$ cat src/rtl/rc_pkg.sv
`timescale 1ns/1ps
package rc_pkg;
    // class of one measured sclk high pulse
    typedef enum logic [1:0] {
        PW_OTHER = 2'd0,
        PW_SHORT = 2'd1,
        PW_LONG  = 2'd2
    } pw_kind_e;

    typedef logic [7:0] cmd_byte_t;
endpackage

$ cat src/rtl/rc_sclk_sync.sv
`timescale 1ns/1ps
module rc_sclk_sync #(
    parameter int STAGES = 2
) (
    input  logic clk,
    input  logic sclk_i,
    input  logic din_i,
    output logic high_o,
    output logic rise_o,
    output logic fall_o,
    output logic din_o
);
    typedef struct packed {
        logic [STAGES:0]   sck;
        logic [STAGES-1:0] dat;
    } sync_t;

    sync_t s_d, s_q;

    always_comb begin
        s_d     = s_q;
        s_d.sck = {s_q.sck[STAGES-1:0], sclk_i};
        s_d.dat = {s_q.dat[STAGES-2:0], din_i};
    end

    always_ff @(posedge clk) begin
        s_q <= s_d;
    end

    assign high_o = s_q.sck[STAGES-1];
    assign rise_o = s_q.sck[STAGES-1] & ~s_q.sck[STAGES];
    assign fall_o = ~s_q.sck[STAGES-1] & s_q.sck[STAGES];
    assign din_o  = s_q.dat[STAGES-1];
endmodule

$ cat src/rtl/rc_pin_filter.sv
`timescale 1ns/1ps
module rc_pin_filter #(
    parameter int STAGES  = 2,
    parameter int LOW_MIN = 4
) (
    input  logic clk,
    input  logic pin_n_i,
    output logic rst_o
);
    localparam int LW = $clog2(LOW_MIN + 1);

    typedef struct packed {
        logic [STAGES-1:0] sync;
        logic [LW-1:0]     low_cnt;
        logic              rst;
    } pf_t;

    pf_t p_d, p_q;
    logic pin_low;

    assign pin_low = ~p_q.sync[STAGES-1];

    always_comb begin
        p_d      = p_q;
        p_d.sync = {p_q.sync[STAGES-2:0], pin_n_i};
        if (!pin_low) begin
            p_d.low_cnt = '0;
        end else if (p_q.low_cnt != LW'(LOW_MIN)) begin
            p_d.low_cnt = p_q.low_cnt + 1'b1;
        end
        p_d.rst = pin_low && (p_q.low_cnt >= LW'(LOW_MIN - 1));
    end

    always_ff @(posedge clk) begin
        p_q <= p_d;
    end

    assign rst_o = p_q.rst;
endmodule

$ cat src/rtl/rc_pattern_match.sv
`timescale 1ns/1ps
module rc_pattern_match
    import rc_pkg::*;
#(
    parameter int              PAT_LEN   = 4,
    parameter logic [PAT_LEN-1:0] PAT_SEQ = 4'b0101,
    parameter int              LONG_MIN  = 16,
    parameter int              SHORT_MAX = 4
) (
    input  logic clk,
    input  logic clr_i,
    input  logic high_i,
    input  logic fall_i,
    output logic hit_o
);
    localparam int CW = $clog2(LONG_MIN + 1);
    localparam int SW = $clog2(PAT_LEN);

    typedef struct packed {
        logic [CW-1:0] width;
        logic [SW-1:0] step;
    } pm_t;

    pm_t m_d, m_q;
    pw_kind_e kind;
    logic fits_step, fits_first, last_step;

    always_comb begin
        if (m_q.width >= CW'(LONG_MIN))       kind = PW_LONG;
        else if (m_q.width <= CW'(SHORT_MAX)) kind = PW_SHORT;
        else                                  kind = PW_OTHER;
        fits_step  = (kind == PW_LONG  &&  PAT_SEQ[m_q.step]) ||
                     (kind == PW_SHORT && !PAT_SEQ[m_q.step]);
        fits_first = (kind == PW_LONG  &&  PAT_SEQ[0]) ||
                     (kind == PW_SHORT && !PAT_SEQ[0]);
        last_step  = (m_q.step == SW'(PAT_LEN - 1));
    end

    assign hit_o = fall_i && fits_step && last_step && !clr_i;

    always_comb begin
        m_d = m_q;
        if (clr_i) begin
            m_d = '0;
        end else begin
            if (high_i) begin
                if (m_q.width != CW'(LONG_MIN)) m_d.width = m_q.width + 1'b1;
            end else begin
                m_d.width = '0;
            end
            if (fall_i) begin
                if (fits_step) m_d.step = last_step ? '0 : m_q.step + 1'b1;
                else           m_d.step = fits_first ? SW'(1) : '0;
            end
        end
    end

    always_ff @(posedge clk) begin
        m_q <= m_d;
    end
endmodule

$ cat src/rtl/rc_reset_sync_ctrl.sv
`timescale 1ns/1ps
module rc_reset_sync_ctrl
    import rc_pkg::*;
#(
    parameter int        STAGES    = 2,
    parameter int        LOW_MIN   = 4,
    parameter int        AUTO_LEN  = 16,
    parameter int        CONV_LEN  = 12,
    parameter int        PAT_LEN   = 4,
    parameter logic [PAT_LEN-1:0] PAT_SEQ = 4'b0101,
    parameter int        LONG_MIN  = 16,
    parameter int        SHORT_MAX = 4,
    parameter cmd_byte_t CMD_RESET = 8'hFE,
    parameter cmd_byte_t CMD_SYNC  = 8'hFC
) (
    input  logic clk,
    input  logic rst_pin_n,
    input  logic sclk,
    input  logic din,
    output logic chip_rst_o,
    output logic filt_clr_o,
    output logic mod_hold_o,
    output logic drdy_n_o
);
    localparam int AW  = $clog2(AUTO_LEN + 1);
    localparam int CVW = $clog2(CONV_LEN);

    typedef struct packed {
        cmd_byte_t      shreg;
        logic [2:0]     bitcnt;
        logic [AW-1:0]  auto_cnt;
        logic [CVW-1:0] conv_cnt;
        logic           mod_hold;
        logic           drdy_n;
        logic           filt_clr;
    } ctl_t;

    ctl_t st_d, st_q;
    logic sck_high, sck_rise, sck_fall, din_s;
    logic pin_rst, pat_hit;
    cmd_byte_t byte_w;

    rc_sclk_sync #(.STAGES(STAGES)) u_sync (
        .clk    (clk),
        .sclk_i (sclk),
        .din_i  (din),
        .high_o (sck_high),
        .rise_o (sck_rise),
        .fall_o (sck_fall),
        .din_o  (din_s)
    );

    rc_pin_filter #(.STAGES(STAGES), .LOW_MIN(LOW_MIN)) u_pin (
        .clk     (clk),
        .pin_n_i (rst_pin_n),
        .rst_o   (pin_rst)
    );

    rc_pattern_match #(
        .PAT_LEN(PAT_LEN), .PAT_SEQ(PAT_SEQ),
        .LONG_MIN(LONG_MIN), .SHORT_MAX(SHORT_MAX)
    ) u_pat (
        .clk    (clk),
        .clr_i  (chip_rst_o),
        .high_i (sck_high),
        .fall_i (sck_fall),
        .hit_o  (pat_hit)
    );

    assign byte_w = {st_q.shreg[6:0], din_s};

    always_comb begin
        st_d          = st_q;
        st_d.filt_clr = 1'b0;
        if (pin_rst) begin
            st_d        = '0;
            st_d.drdy_n = 1'b1;
        end else if (st_q.auto_cnt != '0) begin
            st_d          = '0;
            st_d.drdy_n   = 1'b1;
            st_d.auto_cnt = st_q.auto_cnt - 1'b1;
        end else if (pat_hit) begin
            st_d          = '0;
            st_d.drdy_n   = 1'b1;
            st_d.auto_cnt = AW'(AUTO_LEN);
        end else begin
            if (sck_rise) begin
                st_d.shreg  = byte_w;
                st_d.bitcnt = st_q.bitcnt + 1'b1;
                if (st_q.mod_hold) st_d.mod_hold = 1'b0;
            end
            // stub conversion counter stands in for the decimation filter
            if (!st_q.mod_hold) begin
                if (st_q.conv_cnt == CVW'(CONV_LEN - 1)) begin
                    st_d.conv_cnt = '0;
                    st_d.drdy_n   = 1'b0;
                end else begin
                    st_d.conv_cnt = st_q.conv_cnt + 1'b1;
                end
            end
            if (sck_rise && st_q.bitcnt == 3'd7) begin
                if (byte_w == CMD_RESET) begin
                    st_d          = '0;
                    st_d.drdy_n   = 1'b1;
                    st_d.auto_cnt = AW'(AUTO_LEN);
                end else if (byte_w == CMD_SYNC) begin
                    st_d.filt_clr = 1'b1;
                    st_d.mod_hold = 1'b1;
                    st_d.drdy_n   = 1'b1;
                    st_d.conv_cnt = '0;
                end
            end
        end
    end

    always_ff @(posedge clk) begin
        st_q <= st_d;
    end

    assign chip_rst_o = pin_rst | (st_q.auto_cnt != '0);
    assign filt_clr_o = st_q.filt_clr;
    assign mod_hold_o = st_q.mod_hold;
    assign drdy_n_o   = st_q.drdy_n;
endmodule


$ cat config.mk
export PLATFORM = sky130hd
export DESIGN_NAME = rc_reset_sync_ctrl
export DESIGN_NICKNAME = d
export VERILOG_FILES = /design/src/rtl/rc_pkg.sv /design/src/rtl/rc_sclk_sync.sv /design/src/rtl/rc_pin_filter.sv /design/src/rtl/rc_pattern_match.sv /design/src/rtl/rc_reset_sync_ctrl.sv
export SDC_FILE = /design/constraint.sdc
export NUM_CORES = 1
export LEC_CHECK = 0
export CAP_MARGIN = 20
export CORE_ASPECT_RATIO = 2
export CORE_UTILIZATION = 40
export DETAILED_ROUTE_END_ITERATION = 6
export GPL_TIMING_DRIVEN = 0
export PLACE_DENSITY = 0.53
export RECOVER_POWER = 100
export SYNTH_ARGS = -nofsm -noshare
export SYNTH_HDL_FRONTEND = slang
export SYNTH_SLANG_ARGS = --single-unit
$ cat constraint.sdc
create_clock -name clk -period 1.8 [get_ports clk]
set_input_delay 0.36 -clock clk [delete_from_list [all_inputs] [get_ports clk]]
set_output_delay 0.36 -clock clk [all_outputs]
set_load 0.02 [all_outputs]
# Word-level counts from Yosys, hierarchy flattened
# Index checks and enable logic that the tools add are counted.
[totals]
register_bits = 41
inputBits = 4
wordCells = 76
[classes]
n_addsub = 6
order_cmp = 4
eq_ne = 9
mux = 19
bitwise_logic = 7
reduce_logical = 17
[ops]
columns = ["operator", "n"]
rows = [
  ["2-to-1 mux 12 bit", 2],
  ["2-to-1 mux 23 bit", 1],
  ["== test 8 bit (second input constant)", 2],
  ["2-to-1 mux 16 bit", 1],
  ["2-to-1 mux 7 bit", 2],
  ["2-to-1 mux 11 bit", 1],
  ["2-to-1 mux 4 bit", 2],
  ["logical AND 1 bit", 7],
  ["adder 3 x 1 -> 3 bit (second input constant)", 2],
  ["2-to-1 mux 1 bit", 6],
  ["2-to-1 mux 2 bit", 3],
  ["nonzero test 3 bit", 2],
  ["adder 5 x 1 -> 5 bit (second input constant)", 1],
  [">= comparator 5 bit (second input constant)", 1],
  ["<= comparator 5 x 3 -> 1 bit (second input constant)", 1],
  ["!= test 5 bit (second input constant)", 1],
  ["nonzero test 5 bit", 1],
  ["OR reduction 5 bit", 1],
  ["subtractor 5 x 1 -> 5 bit (second input constant)", 1],
  ["adder 4 x 1 -> 4 bit (second input constant)", 1],
  ["== test 2 bit (second input constant)", 2],
  ["== test 4 bit (second input constant)", 1],
  ["NOT 1 bit", 4],
  ["== test 3 bit (second input constant)", 1],
  ["other kinds (13)", 15],
]

# Depth between registers and ports, before layout
# Gate-level depths: netlist (run 1).
[logic_depth]
depth_word = 11
mapped_depth = 6
ltp_nobuf = 6

# Hierarchy
# From an unflattened synthesis (run 1), not the netlist that was laid out.
[unflattened]
hier_cells = 167
hier_area_um2 = 1744.2
[by_module_without_submodules]
columns = ["module", "n_inst", "cells_each", "area_per_inst_um2"]
rows = [
  ["rc_reset_sync_ctrl", 1, 96, 1009.7],
  ["rc_pattern_match", 1, 42, 392.9],
  ["rc_pin_filter", 1, 22, 226.5],
  ["rc_sclk_sync", 1, 7, 115.1],
]

# Least setup slack after synthesis (run 1)
# OpenSTA, ideal clock, no wires.
[synth_timing]
path_type = "register to output"
from = "reg st_q[7] (netlist name)"
to = "out chip_rst_o"
arrival_ps = 1246
slack_ps = 194
stages_incl_launch_ff = 6
path_buffers = 0
path_cell_list = "dfxtp_1 inv_1 ha_1 nor4b_4 and2b_4 inv_1"
[synth_via]
elab_chain_len = 2
[synth_rtl]
columns = ["element", "line", "text"]
rows = [
  ["start: declaration", "rc_reset_sync_ctrl.sv:38", "ctl_t st_d, st_q;"],
  ["start signal: assignment", "rc_reset_sync_ctrl.sv:117", "st_q <= st_d;"],
  ["nonzero test 5 bit", "rc_reset_sync_ctrl.sv:120", "assign chip_rst_o = pin_rst | (st_q.auto_cnt != '0);"],
  ["OR 1 bit", "rc_reset_sync_ctrl.sv:120", ""],
  ["end: declaration", "rc_reset_sync_ctrl.sv:20", "output logic chip_rst_o,"],
]
# Every way passes these cells.

# Worst setup path after layout (run 1)
[layout_timing]
from = "reg st_q[8] (netlist name)"
to = "out chip_rst_o"
# Same word-level chain as after synthesis.

==> out/results.ini, run 1 <==
[outcome]
status = complete, no violations

[routing]
drtPass1Iterations = 3
wirelength_um = 3190
final_antenna_net_count = 0
avgRoutedWirePerCell_um = 12.32
vias = 1310
vias_per_cell = 5.058
drt_iter0_drc = 18
drc = 0

[hold_path]
min_path_type = reg -> reg
holdPathStages = 0

[timing]
tightest_slew_ns = 0.4834
period_needed_ns = 1.774
finalHoldViolCount = 0
holdWs_ns = 0.3341
final.setup_skew_ns = 0.004114
fmax_mhz = 563.6
relSlewSlack_pct = 67.52
post-route-period-util_pct = 98.57
drv_slew = 0
setup_tns_ns = 0
rsz0062_at_grt = yes
setup_viol = 0

[cells_and_area]
nFillCells = 409
fin_nets = 221
syn_to_final_growth_pct = 19.30
diodes = 0
drive_gt1_share_pct = 17.56

[synthesis]
yosys.area.top_type_share_pct = 44.76
yosys_warnings = 0
yosysSeqAreaShare_pct = 44.76
synth.cell_area_mm2 = 0.001789
yosys-top-cells-area = dfxtp_1, ha_1, mux2i_1, nor2_1, a21oi_1
synth.most_common_cell = dfxtp_1
synth_common_cells = dfxtp_1, nor2_1, ha_1
ys_types = 39
syn_nets = 199
synthArstFlopShare_pct = 0
yosysTopAreaCell = dfxtp_1
synth_area_per_cell_um2 = 9.831
synth_top_flop_cell = dfxtp_1
netlist_instances = 182
synth-seq-cells = 40
synth_edf_count = 0

[global_routing]
grt_start_max_net_pins = 13
grt_usage_pct = 15.37
grt_pass1_vias = 1308
antenna_found_initial = 0
grt_pass1_wl_um = 5499
overflow = 0

[cts]
clock_sinks = 40
ctsLongestPathBuffers = 2
clk_latency_ns = 0.29
cts_tree = done
cts_htree_levels = 2
cts_made_buffers = 5
cts-root-buf = clkbuf_8
path_clk_slew_ns = 0.07

[critical_path]
rr_worst_depth = 6
r2r-start = u_pat.m_q[0]
critical_path_class = reg -> out
critPathCapture = chip_rst_o
start_kind = flop
cp-startpoint = st_q[8]
crit_family = simple AND/OR/NAND/NOR gates
cp_slowest_cell = dfxtp_2
reg2reg_to = drdy_n_o
crit_chain = inv_2, ha_4, nor4b_4, and2b_4, inv_4, buf_6
crit_path_end_kind = primary output
ff2ff_setup_slack_ns = 0.09
worst-path-buf-inv = 3
critical-path-max-stage-delay_ns = 0.33
cp.arrival_ns = 1.41
cp_max_fo = 3
crit_required_ns = 1.44
cp.depth = 6

[power_and_ir_drop]
ir_worst_vdd_uv = 687.1
p_total_uw = 2660
powerDensity_mw_per_mm2 = 1246
p_leak_uw = 0.0008180

[floorplanning]
dieHeight_um = 96.58
initial_core_util_pct = 41.64
ioPinCount = 8
die_w_um = 49.29
core-area_mm2 = 0.004297
rows = 34
dieArea_mm2 = 0.004760

[place]
place_congestion = 0.7192
post-dp-hpwl_um = 2356
io_buffers = 7

[job]
drv_cap = 0

## how the worst min path moves through the flow
stage	startpoint	endpoint
after global placement	u_sync.s_d[3]	u_sync.high_o
after detailed placement	u_pin.p_d[5]	u_pin.p_q[5]
after CTS	u_pin.p_d[5]	u_pin.p_q[5]
final	u_sync.s_d[1]	u_sync.din_o
after global routing	u_sync.s_d[1]	u_sync.din_o
after floorplan	u_pin.p_d[5]	u_pin.p_q[5]
## sequential cells by signal, summed over array words and instances (netlist names)
register       cells
st_q              12
byte_w             7
u_pat.m_q          7
u_pin.p_q          4
u_sync.s_d         2
drdy_n_o           1
filt_clr_o         1
mod_hold_o         1
u_pin.p_d          1
u_pin.rst_o        1
u_sync.din_o       1
u_sync.high_o      1
u_sync.s_q         1
## cell usage in the layout (no fill, tap or decap), types with 4 or more instances in the layout
cell,netlist,layout
mux2i_1,11,11
buf_4,0,6
a21oi_1,10,10
inv_1,12,9
clkbuf_8,0,7
o21ai_0,7,7
nand2b_1,5,5
nor2_1,25,25
dlygate4sd3_1,0,6
nand4b_1,4,4
dfxtp_1,40,38
nand2_1,9,10
ha_1,13,12
nor3_1,5,5
## routing by layer
layer  global-route usage, %  part of all wire [%]
met5                       0                     0
met1                   14.75                    38
met2                   29.79                    58
met4                   7.353                   1.3
met3                   3.756                   2.0
## cell type report
class	count	area [um2]	share of cell area, %
Tap cell	54	67.56	3.165
Multi-Input combinational cell	127	949.7	44.49
Clock inverter	1	30.03	1.407
Inverter	12	47.55	2.227
Buffer	3	12.51	0.5862
Clock buffer	7	96.34	4.513
Sequential cell	40	803.3	37.63
Timing Repair Buffer	15	127.6	5.979
## report_power, final
group | internal (uW) | switching (uW) | leakage (uW)
combinational | 374 | 367 | 0.000426
clock | 489 | 299 | 0.0000645
sequential | 1020 | 116 | 0.000328
total | 1880 | 781 | 0.000818
## cells by family (layout without fill, tap and decap cells)
logic type                 count (synthesis)  count (layout)  synth area share (%)
adders and majority gates                 13              13                 9.091
DFF                                       40              40                 44.76
xor gates and xnor gates                   6               6                 2.938
AOI/OAI and AO/OA                         28              28                 11.82
and+or+nand+nor                           69              69                 22.03
buffers and inverters                     15              38                 3.216
muxes                                     11              11                 6.154
## timing repair
action	in CTS	in global routing
pin swaps	1	1
resized for setup	13	3
buffers inserted	6	2
setup endpoints to repair	1	12
hold buffers	0	0
## through the flow
stage	setup slack, ns	util [%]	area, um2	instances
floorplan	0.1936	-	1789	182
global placement	-0.4492	44.85	1927	243
detailed placement	-0.5146	44.85	1927	243
CTS	0.0001604	49.21	2115	257
global route	-0.03218	49.68	2135	259
finish	0.02574	49.68	2135	259
## worst register-to-register path: cells and delay by family, from the launching register on
kind                       cells  cell delay, ns
and+or+nand+nor                3            0.77
DFF                            1            0.39
adders and majority gates      1            0.22
AOI/OAI and AO/OA              1            0.14
buffers and inverters          1            0.09
No activity file was read; power rests on OpenSTA's default activity.
==> run 2: changes to the inputs <==
--- a/config.mk
+++ b/config.mk
@@ -7,6 +7,7 @@
 export LEC_CHECK = 0
 export CAP_MARGIN = 20
 export CORE_ASPECT_RATIO = 2
+export CORE_MARGIN = 5
 export CORE_UTILIZATION = 40
 export DETAILED_ROUTE_END_ITERATION = 6
 export GPL_TIMING_DRIVEN = 0
==> run 2 against run 1 <==
Core utilization increased by 0.23 points. Routed wire length increased by 6.9%. Worst hold slack got worse by 0.0046 ns. Global-route usage decreased by 3.5 points. Critical path type unchanged. Total power increased by 3.4%. Design area increased by 1.5%. Register-to-register slack got worse by 0.04 ns. The flow now finishes with violations (setup timing).
==> out/results.ini, run 2 (same netlist as run 1, synthesis figures left out) <==
[floorplanning]
ioPinCount = 8  ; unchanged
dieHeight_um = 104.6  ; was 96.58 um
die_w_um = 57.29  ; was 49.29 um
rows = 34  ; unchanged
initial_core_util_pct = 41.23  ; was 41.64%
dieArea_mm2 = 0.005991  ; was 0.004760 mm2
core-area_mm2 = 0.004339  ; was 0.004297 mm2

[timing]
setup_ws_ns = -0.008326  ; was 0.02574 ns
relSlewSlack_pct = 59.74  ; was 67.52%
setup_viol = 1  ; was 0
rsz0062_at_grt = yes  ; unchanged
period_needed_ns = 1.808  ; was 1.774 ns
tightest_slew_ns = 0.6039  ; was 0.4834 ns
drv_slew = 0  ; unchanged
final.setup_skew_ns = 0.006763  ; was 0.004114 ns
fmax_mhz = 553.0  ; was 563.6 MHz
finalHoldViolCount = 0  ; unchanged
post-route-period-util_pct = 100.5  ; was 98.57%

[cts]
clock_sinks = 40  ; unchanged
cts_htree_levels = 2  ; unchanged
cts_made_buffers = 5  ; unchanged
cts-root-buf = clkbuf_8  ; unchanged
path_clk_slew_ns = 0.07  ; about the same
ctsLongestPathBuffers = 2  ; unchanged
clk_latency_ns = 0.29  ; about the same
hold_buffers = 0  ; unchanged
cts_tree = done  ; unchanged

[hold_path]
min_path_type = reg -> reg  ; unchanged

[critical_path]
cp.arrival_ns = 1.45  ; was 1.41 ns
cp_slowest_cell = dfxtp_2  ; unchanged
crit_path_end_kind = primary output  ; unchanged
crit_required_ns = 1.44  ; about the same
cp_max_fo = 3  ; unchanged
path_common_cell = inv_2
crit_family = simple AND/OR/NAND/NOR gates  ; unchanged
critical-path-max-stage-delay_ns = 0.33  ; about the same
worst-path-buf-inv = 3  ; unchanged
crit_chain = inv_2, ha_4, nor4b_4, and2b_4, inv_2, buf_6  ; was inv_2, ha_4, nor4b_4, and2b_4, inv_4, buf_6
critical_path_class = reg -> out  ; unchanged
start_kind = flop  ; unchanged

[cells_and_area]
largest_register = st_q  ; unchanged
layout.cells.non_filler = 260  ; was 259
layout_common_cells = dfxtp_1, nor2_1, ha_1, mux2i_1  ; unchanged
fin_nets = 223  ; was 221
drive_gt1_share_pct = 19.42  ; was 17.56%
finalInstanceArea_mm2 = 0.002166  ; was 0.002135 mm2
final_common_cell = dfxtp_1  ; unchanged
diodes = 0  ; unchanged
largest_reg_flops = 12  ; unchanged
final_core_util_pct = 49.91  ; was 49.68%
nFillCells = 419  ; was 409
syn_to_final_growth_pct = 21.05  ; was 19.30%

[routing]
vias = 1344  ; was 1,310
drc = 0  ; unchanged
drtPass1Iterations = 4  ; was 3
final_antenna_net_count = 0  ; unchanged
avgRoutedWirePerCell_um = 13.12  ; was 12.32 um
drt_iter0_drc = 25  ; was 18
wirelength_um = 3411  ; was 3190 um
vias_per_cell = 5.169  ; was 5.058

[power_and_ir_drop]
powerDensity_mw_per_mm2 = 1270  ; was 1246 mW/mm2
ir_worst_vdd_uv = 963.7  ; was 687.1 uV
p_leak_uw = 0.0008221  ; was 0.0008180 uW

[global_routing]
antenna_found_initial = 0  ; unchanged
grt_pass1_wl_um = 5720  ; was 5499 um
grt_usage_pct = 11.90  ; was 15.37%
grt_pass1_vias = 1331  ; was 1,308
grt_start_max_net_pins = 13  ; unchanged
overflow = 0  ; unchanged

[place]
place_area_mm2 = 0.001927  ; unchanged
dp_worst_setup_slack_ns = -0.4504  ; was -0.5146 ns
io_buffers = 7  ; unchanged
post-dp-hpwl_um = 2335  ; was 2356 um
place_congestion = 0.7161  ; was 0.7192
dp_cells = 243  ; unchanged

[outcome]
status = finished with violations  ; was complete, no violations
violations = setup timing

[job]
drv_cap = 0  ; unchanged

## run 2: changes by cell type in the layout (fill, tap and decap cells not counted), sizes merged
| cell | before | now |
|---|---|---|
| buf | 8 | 10 |
| bufinv | 1 | 2 |
| clkbuf | 11 | 8 |
| clkdlybuf4s50 | 0 | 2 |
| dlygate4sd3 | 6 | 4 |
| o211ai | 2 | 3 |
## run 2: timing repair
| action | in CTS | in global routing |
|---|---|---|
| gates cloned | 0 | 1 |
| endpoints found under the setup margin | 1 | 17 |
| gates resized for setup | 13 | 6 |
| pin swaps | 1 | 3 |
| setup buffers | 5 | 4 |
## run 2: metal layers
layer / global-route usage (%) / vias up / share of wire (%)
met2: 22.09 / 22 / 57
met1: 11.73 / 633 / 38
li1: - / 680 / -
met3: 2.716 / 9 / 2.5
met4: 6.136 / 0 / 2.7
met5: 0 / - / 0
## run 2: cell type report
type | count | area, um2 | share of cell area, %
sequential | 40 | 804.5 | 37.15
clock buffer | 5 | 68.82 | 3.177
timing repair buffer | 16 | 136.4 | 6.297
clock inverter | 2 | 60.06 | 2.773
inverter | 12 | 45.04 | 2.080
multi-input combinational | 128 | 970.9 | 44.83
tap | 54 | 67.56 | 3.120
buffer | 3 | 12.51 | 0.5777
## run 2: power breakdown
group          switching [uW]  internal [uW]  total (uW)
clock                     295            546         841
combinational             386            385         771
sequential                124           1020        1140
total                     805           1950        2750
## run 2: path summary, 6_finish.rpt
check                  end     startpoint  slack (ns)  cells past startpoint
max             chip_rst_o        st_q[8]      -0.008                      6
min          u_sync.high_o  u_sync.s_d[3]        0.33                      0
min reg2reg  u_sync.high_o  u_sync.s_d[3]        0.33                      0
max reg2reg   u_pat.m_q[4]        st_q[8]        0.05                      8
## run 2: metrics by stage
stage           TNS (ns)  power (uW)  hold slack (ns)
2_1_floorplan          0        1592           0.3096
3_5_place_dp     -0.4504        1749           0.3128
5_1_grt          -0.1908        2916           0.3373
6_report       -0.008326        2752           0.3295
4_1_cts                0        2713           0.3317
3_3_place_gp     -0.4122        1692           0.3130
